===== src/rtl/floppy_irq_pkg.sv =====
package floppy_irq_pkg;

    localparam logic [4:0] OP_SENSE_INT = 5'h08;
    localparam logic [7:0] ST0_INVALID  = 8'h80;

    typedef enum logic [1:0] {
        CAUSE_NONE     = 2'd0,
        CAUSE_SEEK_OK  = 2'd1,
        CAUSE_SEEK_BAD = 2'd2,
        CAUSE_READY    = 2'd3
    } cause_e;

    typedef struct packed {
        logic seek_pend;
        logic seek_bad;
        logic rdy_pend;
    } slot_t;

    function automatic logic op_defined(input logic [4:0] op);
        case (op)
            5'h02, 5'h03, 5'h04, 5'h05, 5'h06, 5'h07, 5'h08, 5'h09,
            5'h0A, 5'h0C, 5'h0D, 5'h0F, 5'h11, 5'h19, 5'h1D: return 1'b1;
            default: return 1'b0;
        endcase
    endfunction

    function automatic logic [7:0] cause_to_st0(input cause_e c, input logic [1:0] drv);
        case (c)
            CAUSE_SEEK_OK:  return {2'b00, 1'b1, 3'b000, drv};
            CAUSE_SEEK_BAD: return {2'b01, 1'b1, 3'b000, drv};
            CAUSE_READY:    return {2'b11, 1'b0, 3'b000, drv};
            default:        return ST0_INVALID;
        endcase
    endfunction

endpackage


===== src/rtl/irq_op_decode.sv =====
module irq_op_decode
    import floppy_irq_pkg::*;
(
    input  logic [4:0] op_i,
    output logic       is_sense_o,
    output logic       is_defined_o
);

    always_comb begin
        is_sense_o   = (op_i == OP_SENSE_INT);
        is_defined_o = op_defined(op_i);
    end

endmodule


===== src/rtl/irq_drive_slot.sv =====
module irq_drive_slot
    import floppy_irq_pkg::*;
(
    input  logic   clk,
    input  logic   rst_n,
    input  logic   seek_done_i,
    input  logic   seek_fail_i,
    input  logic   ready_chg_i,
    input  logic   clr_seek_i,
    input  logic   clr_ready_i,
    output logic   seek_pend_o,
    output cause_e cause_o
);

    slot_t slot_d, slot_q;

    always_comb begin
        slot_d = slot_q;
        if (clr_seek_i) begin
            slot_d.seek_pend = 1'b0;
            slot_d.seek_bad  = 1'b0;
        end
        if (seek_done_i || seek_fail_i) begin
            slot_d.seek_pend = 1'b1;
            slot_d.seek_bad  = seek_fail_i;
        end
        if (clr_ready_i) slot_d.rdy_pend = 1'b0;
        if (ready_chg_i) slot_d.rdy_pend = 1'b1;
    end

    always_ff @(posedge clk or negedge rst_n) begin
        if (!rst_n) slot_q <= '0;
        else        slot_q <= slot_d;
    end

    always_comb begin
        seek_pend_o = slot_q.seek_pend;
        if (slot_q.seek_pend)     cause_o = slot_q.seek_bad ? CAUSE_SEEK_BAD : CAUSE_SEEK_OK;
        else if (slot_q.rdy_pend) cause_o = CAUSE_READY;
        else                      cause_o = CAUSE_NONE;
    end


    seek_set_chk: assert property (@(posedge clk) disable iff (!rst_n)
        (seek_done_i || seek_fail_i) |=> slot_q.seek_pend);


    ready_set_chk: assert property (@(posedge clk) disable iff (!rst_n)
        ready_chg_i |=> slot_q.rdy_pend);


    fail_code_chk: assert property (@(posedge clk) disable iff (!rst_n)
        seek_fail_i |=> (cause_o == CAUSE_SEEK_BAD));

endmodule


===== src/rtl/irq_cause_pick.sv =====
module irq_cause_pick
    import floppy_irq_pkg::*;
#(
    parameter int NUM_DRIVES = 4,
    localparam int DRV_W = (NUM_DRIVES > 1) ? $clog2(NUM_DRIVES) : 1
) (
    input  logic [2*NUM_DRIVES-1:0] causes_i,
    output logic                    found_o,
    output logic [DRV_W-1:0]        sel_idx_o,
    output cause_e                  sel_cause_o
);

    always_comb begin
        found_o     = 1'b0;
        sel_idx_o   = '0;
        sel_cause_o = CAUSE_NONE;
        for (int i = NUM_DRIVES - 1; i >= 0; i--) begin
            if (cause_e'(causes_i[2*i +: 2]) != CAUSE_NONE) begin
                found_o     = 1'b1;
                sel_idx_o   = DRV_W'(i);
                sel_cause_o = cause_e'(causes_i[2*i +: 2]);
            end
        end
    end

endmodule


===== src/rtl/floppy_irq_reporter.sv =====
module floppy_irq_reporter
    import floppy_irq_pkg::*;
#(
    parameter int NUM_DRIVES = 4,
    parameter int CYL_W      = 8
) (
    input  logic                        clk,
    input  logic                        rst_n,
    input  logic                        cmd_valid_i,
    input  logic [4:0]                  cmd_op_i,
    input  logic [NUM_DRIVES-1:0]       seek_done_i,
    input  logic [NUM_DRIVES-1:0]       seek_fail_i,
    input  logic [NUM_DRIVES-1:0]       ready_chg_i,
    input  logic [NUM_DRIVES*CYL_W-1:0] pcn_in_i,
    input  logic                        result_enter_i,
    input  logic                        result_read_i,
    input  logic                        ndma_req_i,
    output logic                        int_o,
    output logic [7:0]                  st0_o,
    output logic [CYL_W-1:0]            pcn_o,
    output logic                        rsp_valid_o,
    output logic                        cmd_accept_o,
    output logic                        msr_dio_o,
    output logic                        msr_rqm_o
);

    localparam int DRV_W = (NUM_DRIVES > 1) ? $clog2(NUM_DRIVES) : 1;

    typedef struct packed {
        logic [7:0]       st0;
        logic [CYL_W-1:0] pcn;
        logic             rsp;
        logic             acc;
        logic             res_phase;
        logic             res_irq;
    } rep_t;

    rep_t st_d, st_q;

    logic                    is_sense, is_def;
    logic [NUM_DRIVES-1:0]   seek_pend, cause_pend, clr_seek, clr_ready;
    cause_e                  cause_w [NUM_DRIVES];
    logic [2*NUM_DRIVES-1:0] cause_vec;
    logic                    found;
    logic [DRV_W-1:0]        sel_idx;
    cause_e                  sel_cause;
    logic                    any_seek, sense_hit;

    irq_op_decode u_dec (
        .op_i        (cmd_op_i),
        .is_sense_o  (is_sense),
        .is_defined_o(is_def)
    );

    for (genvar g = 0; g < NUM_DRIVES; g++) begin : g_slot
        irq_drive_slot u_slot (
            .clk        (clk),
            .rst_n      (rst_n),
            .seek_done_i(seek_done_i[g]),
            .seek_fail_i(seek_fail_i[g]),
            .ready_chg_i(ready_chg_i[g]),
            .clr_seek_i (clr_seek[g]),
            .clr_ready_i(clr_ready[g]),
            .seek_pend_o(seek_pend[g]),
            .cause_o    (cause_w[g])
        );
        assign cause_vec[2*g +: 2] = cause_w[g];
        assign cause_pend[g]       = (cause_w[g] != CAUSE_NONE);
    end

    irq_cause_pick #(.NUM_DRIVES(NUM_DRIVES)) u_pick (
        .causes_i   (cause_vec),
        .found_o    (found),
        .sel_idx_o  (sel_idx),
        .sel_cause_o(sel_cause)
    );

    assign any_seek = |seek_pend;

    always_comb begin
        st_d      = st_q;
        st_d.rsp  = 1'b0;
        st_d.acc  = 1'b0;
        sense_hit = 1'b0;
        if (result_read_i) begin
            st_d.res_phase = 1'b0;
            st_d.res_irq   = 1'b0;
        end
        if (cmd_valid_i) begin
            if (is_sense) begin
                st_d.rsp       = 1'b1;
                st_d.res_phase = 1'b1;
                st_d.res_irq   = 1'b0;
                if (found) begin
                    sense_hit = 1'b1;
                    st_d.st0  = cause_to_st0(sel_cause, 2'(sel_idx));
                    st_d.pcn  = pcn_in_i[int'(sel_idx)*CYL_W +: CYL_W];
                end else begin
                    st_d.st0 = ST0_INVALID;
                    st_d.pcn = '0;
                end
            end else if (!is_def || any_seek) begin
                st_d.rsp       = 1'b1;
                st_d.res_phase = 1'b1;
                st_d.st0       = ST0_INVALID;
                st_d.pcn       = '0;
            end else begin
                st_d.acc = 1'b1;
            end
        end
        if (result_enter_i) begin
            st_d.res_irq   = 1'b1;
            st_d.res_phase = 1'b1;
        end
        for (int i = 0; i < NUM_DRIVES; i++) begin
            clr_seek[i]  = sense_hit && (sel_idx == DRV_W'(i)) && (sel_cause != CAUSE_READY);
            clr_ready[i] = sense_hit && (sel_idx == DRV_W'(i)) && (sel_cause == CAUSE_READY);
        end
    end

    always_ff @(posedge clk or negedge rst_n) begin
        if (!rst_n) st_q <= '0;
        else        st_q <= st_d;
    end

    assign int_o        = (|cause_pend) | st_q.res_irq | ndma_req_i;
    assign st0_o        = st_q.st0;
    assign pcn_o        = st_q.pcn;
    assign rsp_valid_o  = st_q.rsp;
    assign cmd_accept_o = st_q.acc;
    assign msr_dio_o    = st_q.res_phase;
    assign msr_rqm_o    = st_q.res_phase;


    invalid_rsp_chk: assert property (@(posedge clk) disable iff (!rst_n)
        (cmd_valid_i && !is_sense && (!is_def || any_seek))
            |=> (rsp_valid_o && st0_o == ST0_INVALID && !cmd_accept_o));


    accept_chk: assert property (@(posedge clk) disable iff (!rst_n)
        (cmd_valid_i && is_def && !is_sense && !any_seek)
            |=> (cmd_accept_o && !rsp_valid_o));


    rsp_dir_chk: assert property (@(posedge clk) disable iff (!rst_n)
        rsp_valid_o |-> (msr_dio_o && msr_rqm_o));


    empty_sense_chk: assert property (@(posedge clk) disable iff (!rst_n)
        (cmd_valid_i && is_sense && !found) |=> (st0_o == ST0_INVALID));


    drive_num_chk: assert property (@(posedge clk) disable iff (!rst_n)
        (cmd_valid_i && is_sense && found) |=> (st0_o[1:0] == 2'($past(sel_idx))));


    ndma_irq_chk: assert property (@(posedge clk) disable iff (!rst_n)
        ndma_req_i |-> int_o);

endmodule


===== config.mk =====
export PLATFORM = sky130hd
export DESIGN_NAME = floppy_irq_reporter
export DESIGN_NICKNAME = d
export VERILOG_FILES = /design/src/rtl/floppy_irq_pkg.sv /design/src/rtl/irq_op_decode.sv /design/src/rtl/irq_drive_slot.sv /design/src/rtl/irq_cause_pick.sv /design/src/rtl/floppy_irq_reporter.sv
export SDC_FILE = /design/constraint.sdc
export NUM_CORES = 1
export LEC_CHECK = 0
export BUFFER_PORTS_ARGS = -buffer_cell sky130_fd_sc_hd__buf_2
export CORE_ASPECT_RATIO = 0.5
export CORE_MARGIN = 4
export CORE_UTILIZATION = 51
export CTS_CLUSTER_SIZE = 20
export DETAILED_ROUTE_END_ITERATION = 8
export PLACE_DENSITY = 0.85
export SLEW_MARGIN = 20
export SYNTH_ARGS = -nofsm -noshare
export SYNTH_HDL_FRONTEND = slang
export SYNTH_SLANG_ARGS = --single-unit

===== constraint.sdc =====
create_clock -name clk -period 3.95 [get_ports clk]
set_input_delay 0.395 -clock clk [delete_from_list [all_inputs] [get_ports clk]]
set_output_delay 0.395 -clock clk [all_outputs]
set_load 0.02 [all_outputs]

Yosys cells after proc, flatten, opt, wreduce, memory -nomap -nowiden --
Memories as Yosys holds them, arrays and structs flattened. Cells that the tools add are included. W data, S select, Z words.
Word-level totals: flip-flop bits (word level) 32, bits in read-only memories 32, input port bits 55, output and inout port bits 21, word-level logic and storage cells 120, memories kept 1
Operators by class: eq/ne operators 8, shift operators 1, mux-type cells 55, bitwise logic cells 2, reductions and logical operators 35
Memory list:
- (name not given) | depth 32, width 1, rd ports 1, clocked after Yosys merged registers in 0, wr ports 0, RTL line floppy_irq_pkg.sv:20 | case (op)
Operators with widths (number):
- $mux W2 | 30
- $mux W17 | 2
- $shiftx A32 B6 Y8 | 1
- $reduce_bool A2 Y1 | 13
- $pmux W8 S3 | 1
- $mux W1 | 20
- $mux W16 | 1
- $logic_and A1 B1 Y1 | 12
- $eq A2 B2 Y1 const B | 4
- $reduce_or A4 Y1 | 2
- $eq A5 B4 Y1 const B | 1
- $logic_or A1 B1 Y1 | 5
- $eq A2 B1 Y1 const B | 2
- $mux W4 | 1
- $logic_not A2 Y1 | 1
- $ne A2 B2 Y1 const B | 1
- $or A1 B1 Y1 | 2
- $reduce_and A2 Y1 | 1
- $logic_not A1 Y1 | 1

Logic depth before layout (Yosys ltp) --
Gate-level depths: netlist of the first run.
depth in word-level cells 14, mapped depth 9, gate-level depth less buffers 9

Modules after synthesis --
Synthesis of the first run repeated with hierarchy kept, for this count alone.
Unflattened totals: cell total of the unflattened synthesis 197, area, all modules 1853.0 µm²
By module, submodules not included:
- floppy_irq_reporter | instances 1, cells an instance 119, area an instance 1153.6 µm²
- irq_drive_slot | instances 4, cells an instance 13, area an instance 136.4 µm²
- irq_cause_pick | instances 1, cells an instance 16, area an instance 96.3 µm²
- irq_op_decode | instances 1, cells an instance 10, area an instance 57.6 µm²

Worst setup path after synthesis of the first run --
OpenSTA, ideal clock, no wires.
path type flip-flop to flip-flop, start register g_slot[0].u_slot.slot_q (netlist bit g_slot[0].u_slot.seek_pend_o), end register g_slot[3].u_slot.slot_q (netlist bit g_slot[3].u_slot.seek_pend_o), library setup time 0.132 ns, arrival 2.140 ns, slack 1.678 ns, stages on the path, launching flop included 10, buffers on the path 1, period minus slack after synthesis 2.272 ns, cells stage by stage dfrtp_1 or2_1 nor3_4 buf_4 o21ai_0 o221a_2 ha_1 nor2_8 a31oi_1 or3_1
On the way: longest elaborated chain between the ends 9
RTL lines:
- start: declaration | RTL line irq_drive_slot.sv:15 | slot_t slot_d, slot_q;
- start signal: assignment | RTL line irq_drive_slot.sv:33 | else slot_q <= slot_d;
- $mux W2 * | RTL line irq_drive_slot.sv:38 | if (slot_q.seek_pend) cause_o = slot_q.seek_bad ? CAUSE_SEEK_BAD : CAUSE_SEEK_OK;
- $reduce_bool A2 Y1 | RTL line irq_cause_pick.sv:18 | if (cause_e'(causes_i[2*i +: 2]) != CAUSE_NONE) begin
- $mux W1 | RTL line irq_cause_pick.sv:18
- $mux W1 | RTL line floppy_irq_reporter.sv:94 | if (found) begin
- $mux W1 | RTL line floppy_irq_reporter.sv:90 | if (is_sense) begin
- $mux W1 | RTL line floppy_irq_reporter.sv:89 | if (cmd_valid_i) begin
- $logic_and A1 B1 Y1 | RTL line floppy_irq_reporter.sv:116 | clr_seek[i] = sense_hit && (sel_idx == DRV_W'(i)) && (sel_cause != CAUSE_READY);
- $logic_and A1 B1 Y1 * | RTL line floppy_irq_reporter.sv:116
- $reduce_bool A2 Y1 (no line) *
- end signal: assignment | RTL line irq_drive_slot.sv:33
- end: declaration | RTL line irq_drive_slot.sv:15
Every way passes the cells marked *; elsewhere a longest branch is shown, timed or not. A chain may end at the register's enable or synchronous reset.

Worst setup path in the final report of the first run --
Ends and elaborated chain as after synthesis.

==> flow_summary.toml, run 1 <==
[place]
post_dp_cell_area_mm2 = 0.002002
gp_congestion = 0.8569
dp.cells = 263
dp_hpwl_um = 3393
numPortBuffers = 72

[route]
wl_per_cell_um = 17.10
drc = 0
drtIter0Drc = 129
wl_um = 4634
viasPerCell = 5.878
dr.pass1.iters = 6
ant_nets = 0
via_count = 1593

[clock_network]
cts-htree-levels = 2
holdBufCountCts = 0
cts_buffers = 5
cts_tree = "built"
path_clk_slew_ns = 0.06
clk_path_buf_depth = 2
cts_sinks = 29
cts_resized = 0
worstSkewPairLatency_ns = 0.28
post_cts_buffers = 0
cts_root_buf = "clkbuf_8"

[logic_synthesis]
syn_inst = 170
synth-adder-area-share_pct = 2.882
synth_top_flop_cell = "dfrtp_1"
mappedNetlistArea_mm2 = 0.001737
synthMuxAreaShare_pct = 0
synth_edf_count = 0
yosysUniqueCellTypes = 44
synth_xor_area_share_pct = 0
ys_seq_elements = 29
async_flop_share_pct = 100.0
yosysWarnings = 0
syn_area_per_cell_um2 = 10.22
synth_compound_area_share_pct = 28.10
ys_seq_area_share_pct = 41.79
synth_top_family_by_area = "compound AO/OA/AOI/OAI gates"
synth-simple-area-share_pct = 15.63

[timing]
finalCritPeriodShare_pct = 76.82
hold_slack_ns = 0.1463
setup_viol = 0
tightestPinTransition_ns = 0.6901
hold_viol_final = 0
max_freq_ghz = 0.3296
clock-skew-final_ns = 0.005692
drv_slew = 0
rsz0062_at_grt = "false"
fin_crit_ns = 3.034
max-slew-margin-rel_pct = 53.85
tns_ns = 0

[worst_setup_path]
crit_required_ns = 4.10
reg2reg_to = "g_slot[3].u_slot.seek_pend_o"
endpoint_kind = "register"
worstPathCellList = "or2_1, nor3_4, o21ai_0, o221a_2, ha_1, nor2_8, a31oi_1, or3_1"
worst_path_largest_cell_delay_ns = 0.62
reg2regPathDepth = 8
crit_type = "reg -> reg"
r2r_setup_slack_ns = 0.92
arrival_ns = 3.19
crit_path_start_kind = "register"
r2r-start = "g_slot[0].u_slot.seek_pend_o"
critPathMaxFanout = 17
critPathSlowestCell = "nor3_4"

[cells_and_area]
regArea_um2 = 725.7
fin_nets = 289
fillers = 247
multi_input_area_um2 = 820.8
fin_util_pct = 67.56
drive_gt1_share_pct = 40.69
fin_cells = 271
stdcell_area_mm2 = 0.002118
n_antenna_cell = 0
area_growth_syn_to_layout_pct = 21.97

[floorplan]
fp.dieArea_mm2 = 0.004460
die_x_um = 90.53
start_util_pct = 55.39
fp.dieH_um = 49.27
coreArea_mm2 = 0.003136
io_pins = 76
fp-row-count = 14

[global_route]
grt_pass1_vias = 1543
grt_overflow = 0
grt_max_degree = 30
grt_usage_pct = 20.82
grt_pass1_wl_um = 7341
antenna_found_initial = 0

[power]
p_int_mw = 0.5500
cellPowerDensity_mw_per_mm2 = 335.4
p_leak_nw = 1.009
clockPowerShare_pct = 44.5
power.share.switching_pct = 22.59
seqPwrFrac_pct = 43.4
ir_drop_uv = 172.6
switchingPower_mw = 0.1605
comb_power_share_pct = 12.1

[worst_hold_path]
hold_class = "in -> async"

[status]
outcome = "finished, final reports clean"

[job]
maxCapViolations = 0
[flip-flops by register name, indices dropped and copies added, names as in the netlist]
register and flops:
g_slot.u_slot.slot_q 8, pcn_o 8, st0_o 5, g_slot.u_slot.seek_pend_o 4
cmd_accept_o 1, msr_dio_o 1, rsp_valid_o 1, st_q 1
[kinds of logic (layout without fill, tap and decap cells)]
family | Yosys count | after routing
other | 1 | 3
AO/OA/AOI/OAI | 59 | 59
buffers and inverters | 33 | 92
adder cells (fa/ha/maj) | 4 | 4
AND/OR/NAND/NOR | 44 | 44
flip-flops | 29 | 29
[cell usage after synthesis, types with 2 or more instances]
cell type | n | share of area (%)
dfrtp_1 | 29 | 42
buf_4 | 19 | 8.2
inv_1 | 12 | 2.6
nand2_1 | 12 | 2.6
o2bb2ai_1 | 10 | 5.0
a22o_1 | 9 | 4.5
nor2_1 | 8 | 1.7
a222oi_1 | 7 | 4.0
a31o_2 | 6 | 3.0
o21ai_0 | 5 | 1.4
a21o_1 | 4 | 1.7
ha_1 | 4 | 2.9
nand3_1 | 4 | 1.2
a211o_1 | 2 | 1.0
a211oi_1 | 2 | 0.86
a21oi_1 | 2 | 0.58
a311oi_1 | 2 | 1.0
a32o_1 | 2 | 1.2
buf_2 | 2 | 0.58
nor2_2 | 2 | 0.72
nor2b_1 | 2 | 0.72
nor3_1 | 2 | 0.58
or2_1 | 2 | 0.72
[per-stage QoR]
stage / power [mW] / setup slack, ns
floorplan: 0.3576 / 1.678
global placement: 0.3959 / 1.171
detailed placement: 0.3986 / 1.022
CTS: 0.7134 / 0.9786
global route: 0.7388 / 0.7929
finish: 0.7105 / 0.9156
[layout by cell type, fill, tap and decap left out, drive strengths merged, types with 4 or more instances in the layout]
master,count
dfrtp,29
ha,4
nand2,13
a222oi,7
o21ai,6
o2bb2ai,10
a21o,4
a22o,9
inv,12
clkbuf,7
nand3,5
a31o,6
nor2,11
buf,72
[power by group through the flow]
stage               registers (mW)  clock network (mW)  logic (mW)
finish                       0.308               0.316      0.0861
global route                 0.309               0.336      0.0946
CTS                          0.308               0.319      0.0861
detailed placement           0.313                   0      0.0853
global placement             0.313                   0      0.0830
floorplan                    0.313                   0      0.0444
[layout make-up]
class | count | share of cell area (%)
well taps | 40 | 2.363
inverters | 12 | 2.126
clock buffers | 7 | 4.076
flip-flops and latches | 29 | 34.26
clock inverters | 1 | 1.418
repair buffers | 72 | 17.01
multi-input cells | 110 | 38.75
[per-layer routing]
layer,vias up,track usage [%],routed length (µm)
met3,6,7.088,532
li1,745,-,-
met5,-,0,0
met1,753,25.46,1881
met4,0,6.345,49
met2,89,34.97,2170
[worst max-delay path: cells and delay by family, from the launching register on]
family	cells	cell delay (ns)
AO/OA/AOI/OAI	3	0.60
adder cells (fa/ha/maj)	1	0.31
flip-flops	1	0.41
AND/OR/NAND/NOR	4	1.59
[worst max path at each step]
| stage | slack [ns] | endpoint | cells after the start | startpoint |
|---|---|---|---|---|
| floorplan | 1.68 | g_slot[3].u_slot.seek_pend_o | 9 | g_slot[0].u_slot.seek_pend_o |
| global placement | 1.17 | g_slot[3].u_slot.seek_pend_o | 8 | g_slot[0].u_slot.seek_pend_o |
| detailed placement | 1.02 | g_slot[3].u_slot.seek_pend_o | 8 | g_slot[0].u_slot.seek_pend_o |
| CTS | 0.98 | g_slot[3].u_slot.seek_pend_o | 8 | g_slot[0].u_slot.seek_pend_o |
| global route | 0.79 | g_slot[3].u_slot.seek_pend_o | 8 | g_slot[0].u_slot.seek_pend_o |
| finish | 0.92 | g_slot[3].u_slot.seek_pend_o | 8 | g_slot[0].u_slot.seek_pend_o |
Power figures use the tool's default switching activity.
==> run 2, diff against run 1 <==
ABC_AREA = 1   (was default)
CORE_UTILIZATION = 44   (was 51)
PLACE_DENSITY = 0.76   (was 0.85)
clock period = 2.5 ns   (was 3.95 ns; I/O delays follow)
==> flow_summary.toml, run 2 <==
[clock_network]
cts-htree-levels = 2
cts_root_buf = "clkbuf_8"
clk_path_buf_depth = 2
cts_buffers = 5
post_cts_buffers = 0
path_clk_slew_ns = 0.06
cts_resized = 0
cts_tree = "built"
cts_sinks = 29
worstSkewPairLatency_ns = 0.28
holdBufCountCts = 0

[logic_synthesis]
yosysWarnings = 0
ys_top_cells_by_count = "97 x nand2_1, 40 x inv_1, 29 x dfrtp_1, 27 x nand3_1, 19 x buf_4"
yosysMostFrequentCell = "nand2_1"
ys_seq_elements = 29
mappedNetlistArea_mm2 = 0.001968
synth_edf_count = 0
synth.area.top_cells = "dfrtp_1 37%, nand2_1 18%, inv_1 7.6%"
synth_top_flop_cell = "dfrtp_1"
syn_inst = 281
yosysUniqueCellTypes = 25
synth_top_area_cell = "dfrtp_1"
synth_top_area_share_pct = 36.87
syn_area_per_cell_um2 = 7.004
async_flop_share_pct = 100.0
ys_seq_area_share_pct = 36.87

[timing]
finalCritPeriodShare_pct = 83.56
tns_ns = 0
max-slew-margin-rel_pct = 56.32
max_freq_ghz = 0.4787
fin_crit_ns = 2.089
hold_slack_ns = -0.001221
rsz0062_at_grt = "false"
drv_slew = 0
tightestPinTransition_ns = 0.6553
clock-skew-final_ns = 0.003869
hold_viol_final = 9
setup_viol = 0

[worst_setup_path]
crit_type = "reg -> reg"
crit_path_start_kind = "register"
critPathMaxFanout = 8
worst_path_largest_cell_delay_ns = 0.42
endpoint_kind = "register"
crit_required_ns = 2.72
worstPathCellList = "nor2_4, nand3_1, nand2_1, o21ai_0, a21oi_1, ha_1, nor3_1, nor3_1, nand3_1, nand2_1"
arrival_ns = 2.31
critPathSlowestCell = "dfrtp_1"

[global_route]
grt_pass1_wl_um = 8073
grt_usage_pct = 17.70
grt_overflow = 0
antenna_found_initial = 0
grt_pass1_vias = 1908
grt_max_degree = 30

[cells_and_area]
multi_input_area_um2 = 949.7
regArea_um2 = 725.7
layout_common_cells = "97 x nand2_1, 72 x buf_2, 40 x inv_1"
final_common_cell = "nand2_1"
area_growth_syn_to_layout_pct = 19.07
drive_gt1_share_pct = 27.78
fillers = 394
n_antenna_cell = 0
fin_nets = 401

[floorplan]
io_pins = 76
fp.dieH_um = 55.29
start_util_pct = 47.96
fp-row-count = 16
die_x_um = 102.6
coreArea_mm2 = 0.004104
fp.dieArea_mm2 = 0.005672

[route]
via_count = 1925
viasPerCell = 4.861
drtIter0Drc = 78
dr.pass1.iters = 4
wl_um = 4831
wl_per_cell_um = 12.20
ant_nets = 0
drc = 0

[power]
ir_drop_uv = 188.3
p_leak_nw = 1.361
power_mw = 0.9996
cellPowerDensity_mw_per_mm2 = 426.5

[status]
outcome = "complete, but fails checks"
violations = "hold timing"

[worst_hold_path]
hold_class = "in -> async"

[job]
maxCapViolations = 0

[place]
dp_hpwl_um = 3833
gp_congestion = 0.8606
numPortBuffers = 72
run 2: cell types whose count changed after synthesis, moves of 6 or more:
cell,previous run,this run
a222oi_1,7,0
a22o_1,9,0
a31o_2,6,0
inv_1,12,40
nand2_1,12,97
nand3_1,4,27
nand4_1,0,8
nor2_1,8,18
nor2_4,0,6
o2bb2ai_1,10,0
run 2: final cells by class:
class                   instances  area share, %
clock buffers                   7          3.684
inverters                      41          6.567
multi-input cells             193          40.52
flip-flops and latches         29          30.97
well taps                      54          2.883
repair buffers                 72          15.38
run 2: critical path: cells and delay by family, from the launching register on:
| family | cells | cell delay [ns] |
|---|---|---|
| fa+ha+maj | 1 | 0.36 |
| flops | 1 | 0.42 |
| compound gates | 2 | 0.34 |
| simple gates | 7 | 0.92 |
run 2: path summary, 6_finish.rpt:
kind	startpoint	end	slack [ns]	cells past startpoint
max	g_slot[2].u_slot.slot_q[0]	st0_o[0]	0.41	10
min	rst_n	g_slot[1].u_slot.slot_q[0]	-0.001	1
max reg2reg	g_slot[2].u_slot.slot_q[0]	st0_o[0]	0.41	10
min reg2reg	st0_o[6]	st0_o[6]	0.47	2
max in group asynchronous	rst_n	pcn_o[1]	2.08	1
min in group clk	ready_chg_i[3]	g_slot[3].u_slot.slot_q[0]	0.15	2
run 2: stage by stage:
step,util [%],hold slack [ns],area (µm²),worst slack (ns),instances
6_report,57.10,-0.001221,2344,0.4109,396
5_1_grt,57.10,0.04149,2344,0.2432,396
4_1_cts,57.10,0.01069,2344,0.4203,396
3_5_place_dp,55.00,0.3092,2257,0.4707,389
3_3_place_gp,55.00,0.3022,2257,0.5984,389
2_1_floorplan,-,-0.04559,1976,0.7117,283
run 2: layer usage:
layer | vias to the layer above | share of wire (%) | track usage (%)
met2 | 60 | 49 | 30.73
met5 | - | 0 | 0
met1 | 882 | 43 | 21.13
met3 | 9 | 5.9 | 4.146
met4 | 0 | 1.6 | 6.542
li1 | 974 | - | -
run 2: power breakdown:
group	internal, mW	total, mW	leakage (nW)	switching [mW]
registers	0.479	0.485	0.336	0.00536
clock network	0.218	0.383	0.0443	0.165
logic	0.0561	0.132	0.981	0.0761
run 2: cell families after synthesis:
family	after synthesis	share of synthesized area, %
and+or+nand+nor	169	40.11
AOI/OAI and AO/OA	16	4.577
DFF	29	36.87
adders and majority gates	4	2.543
buffers and inverters	61	15.26
xor gates and xnor gates	1	0.4451
other	1	0.1905
==> run 3, diff against run 2 <==
clock period = 1.8 ns   (was 2.5 ns; I/O delays follow)
==> flow_summary.toml, run 3 (synthesis gave the netlist of run 2 again) <==
[place]
dp_hpwl_um = 3865
gp_congestion = 0.8639
numPortBuffers = 72
post_dp_cell_area_mm2 = 0.002310
dp.cells = 396

[worst_setup_path]
path_buf_inv = 3
cp_top_family = "compound AO/OA/AOI/OAI gates"
critPathSlowestCell = "dfrtp_2"
reg2reg_to = "g_slot[2].u_slot.slot_q[0]"
reg2regPathDepth = 12
worstPathCellList = "inv_2, nand2_1, o21ai_1, nor2_1, nand2_1, o21ai_2, a21oi_2, buf_4, ha_4, buf_4, nand3_1, a21o_1"
crit_type = "reg -> reg"
worst_path_largest_cell_delay_ns = 0.43
endpoint_kind = "register"
r2r_setup_slack_ns = 0.05
arrival_ns = 1.93
critPathMaxFanout = 5
r2r-start = "g_slot[2].u_slot.seek_pend_o"
crit_path_start_kind = "register"
crit_required_ns = 1.97

[route]
ant_nets = 0
via_count = 1932
drc = 0
wl_per_cell_um = 12.05
dr.pass1.iters = 4
wl_um = 4918
drtIter0Drc = 99
viasPerCell = 4.735

[timing]
rsz0062_at_grt = "true"
hold_viol_final = 0
tightestPinTransition_ns = 0.6404
max-slew-margin-rel_pct = 57.31
drv_slew = 0
finalCritPeriodShare_pct = 97.32
clock-skew-final_ns = 0.002949
setup_viol = 0
max_freq_ghz = 0.5708
fin_crit_ns = 1.752

[global_route]
grt_max_degree = 30
grt_overflow = 0
grt_pass1_wl_um = 8245
antenna_found_initial = 0
grt_pass1_vias = 1935
grt_usage_pct = 18.20

[worst_hold_path]
whs_endpoint = "g_slot[1].u_slot.slot_q[0]"
hold_class = "in -> reg"
holdPathStages = 3
min_from = "ready_chg_i[1]"

[power]
cellPowerDensity_mw_per_mm2 = 564.6
switchingPower_mw = 0.3716
p_leak_nw = 1.417
power.share.switching_pct = 26.54
p_int_mw = 1.028
ir_drop_uv = 278.9
comb_power_share_pct = 15.2
seqPwrFrac_pct = 48.1
clockPowerShare_pct = 36.7

[floorplan]
fp-row-count = 16
die_x_um = 102.6
fp.dieH_um = 55.29
io_pins = 76
coreArea_mm2 = 0.004104
fp.dieArea_mm2 = 0.005672
start_util_pct = 47.96

[clock_network]
cts_sinks = 29
cts_tree = "built"
path_clk_slew_ns = 0.06
clk_path_buf_depth = 2
cts_buffers = 5
cts_root_buf = "clkbuf_8"
cts-htree-levels = 2
worstSkewPairLatency_ns = 0.28

[cells_and_area]
drive_gt1_share_pct = 33.33
regArea_um2 = 726.9
fin_cells = 408
layout_common_cells = "96 x nand2_1, 72 x buf_2, 37 x inv_1"
final_common_cell = "nand2_1"
fin_nets = 412
area_growth_syn_to_layout_pct = 26.00
fillers = 376
multi_input_area_mm2 = 0.001003
n_antenna_cell = 0
stdcell_area_mm2 = 0.002480

[job]
maxCapViolations = 0

[status]
outcome = "finished, final reports clean"
==> run 3: changes by cell type in the layout (fill, tap and decap cells not counted), sizes merged <==
cell         before  now
dlygate4sd3       0    1
clkbuf            7    6
clkinv            0    2
buf              72   82
==> run 3: routing by layer <==
| metal | vias to the layer above | track usage (%) | part of all wire [%] |
|---|---|---|---|
| met2 | 50 | 30.00 | 48 |
| met4 | 0 | 5.234 | 1.7 |
| met1 | 872 | 23.79 | 43 |
| met5 | - | 0 | 0 |
| met3 | 9 | 4.146 | 7.4 |
| li1 | 1001 | - | - |
==> run 3: what timing repair did <==
item | CTS | global route
hold buffers | 1 | 0
setup buffers | 0 | 3
pin swaps | 2 | 8
gates cloned | 0 | 0
setup endpoints to repair | 2 | 17
hold endpoints to repair | 29 | 0
gates resized for setup | 5 | 13
==> run 3: stage by stage <==
step | TNS (ns) | power (mW) | util [%] | hold slack [ns] | setup WS (ns)
after floorplan | 0 | 0.7815 | - | -0.1156 | 0.01166
after global placement | 0 | 0.8693 | 56.28 | 0.2302 | 0.01001
after detailed placement | -0.02834 | 0.8750 | 56.28 | 0.2453 | -0.02441
after CTS | 0 | 1.397 | 58.90 | 0.06987 | 0.003324
after global routing | -0.3103 | 1.468 | 60.43 | 0.08318 | -0.1144
final | 0 | 1.400 | 60.43 | 0.07718 | 0.04821
==> run 3: tightest hold or removal path, cell delays in order <==
cell	delay, ns
buf_2	0.07
inv_1	0.03
nand2_1	0.05
==> run 3: worst max-delay path by stage <==
stage                                            start                         end  cells past startpoint
after global placement    g_slot[2].u_slot.seek_pend_o                    st0_o[0]                     12
after global routing      g_slot[2].u_slot.seek_pend_o                    st0_o[0]                     13
after detailed placement  g_slot[2].u_slot.seek_pend_o                    st0_o[0]                     12
final                     g_slot[2].u_slot.seek_pend_o  g_slot[2].u_slot.slot_q[0]                     12
after CTS                 g_slot[2].u_slot.seek_pend_o  g_slot[2].u_slot.slot_q[0]                     11
after floorplan             g_slot[2].u_slot.slot_q[0]                    st0_o[0]                     10
==> run 3: cell type report <==
| type | instances | share of cell area [%] |
|---|---|---|
| multi-input combinational | 193 | 40.46 |
| clock inverter | 2 | 0.4036 |
| sequential | 29 | 29.31 |
| inverter | 41 | 6.206 |
| clock buffer | 6 | 2.926 |
| tap | 54 | 2.725 |
| timing repair buffer | 83 | 17.96 |
==> run 3: power by group through the flow <==
stage	Clock [mW]	Combinational, mW	Sequential, mW
floorplan	0	0.0955	0.686
global placement	0	0.185	0.684
detailed placement	0	0.190	0.685
CTS	0.527	0.197	0.673
global route	0.553	0.240	0.674
finish	0.514	0.212	0.673
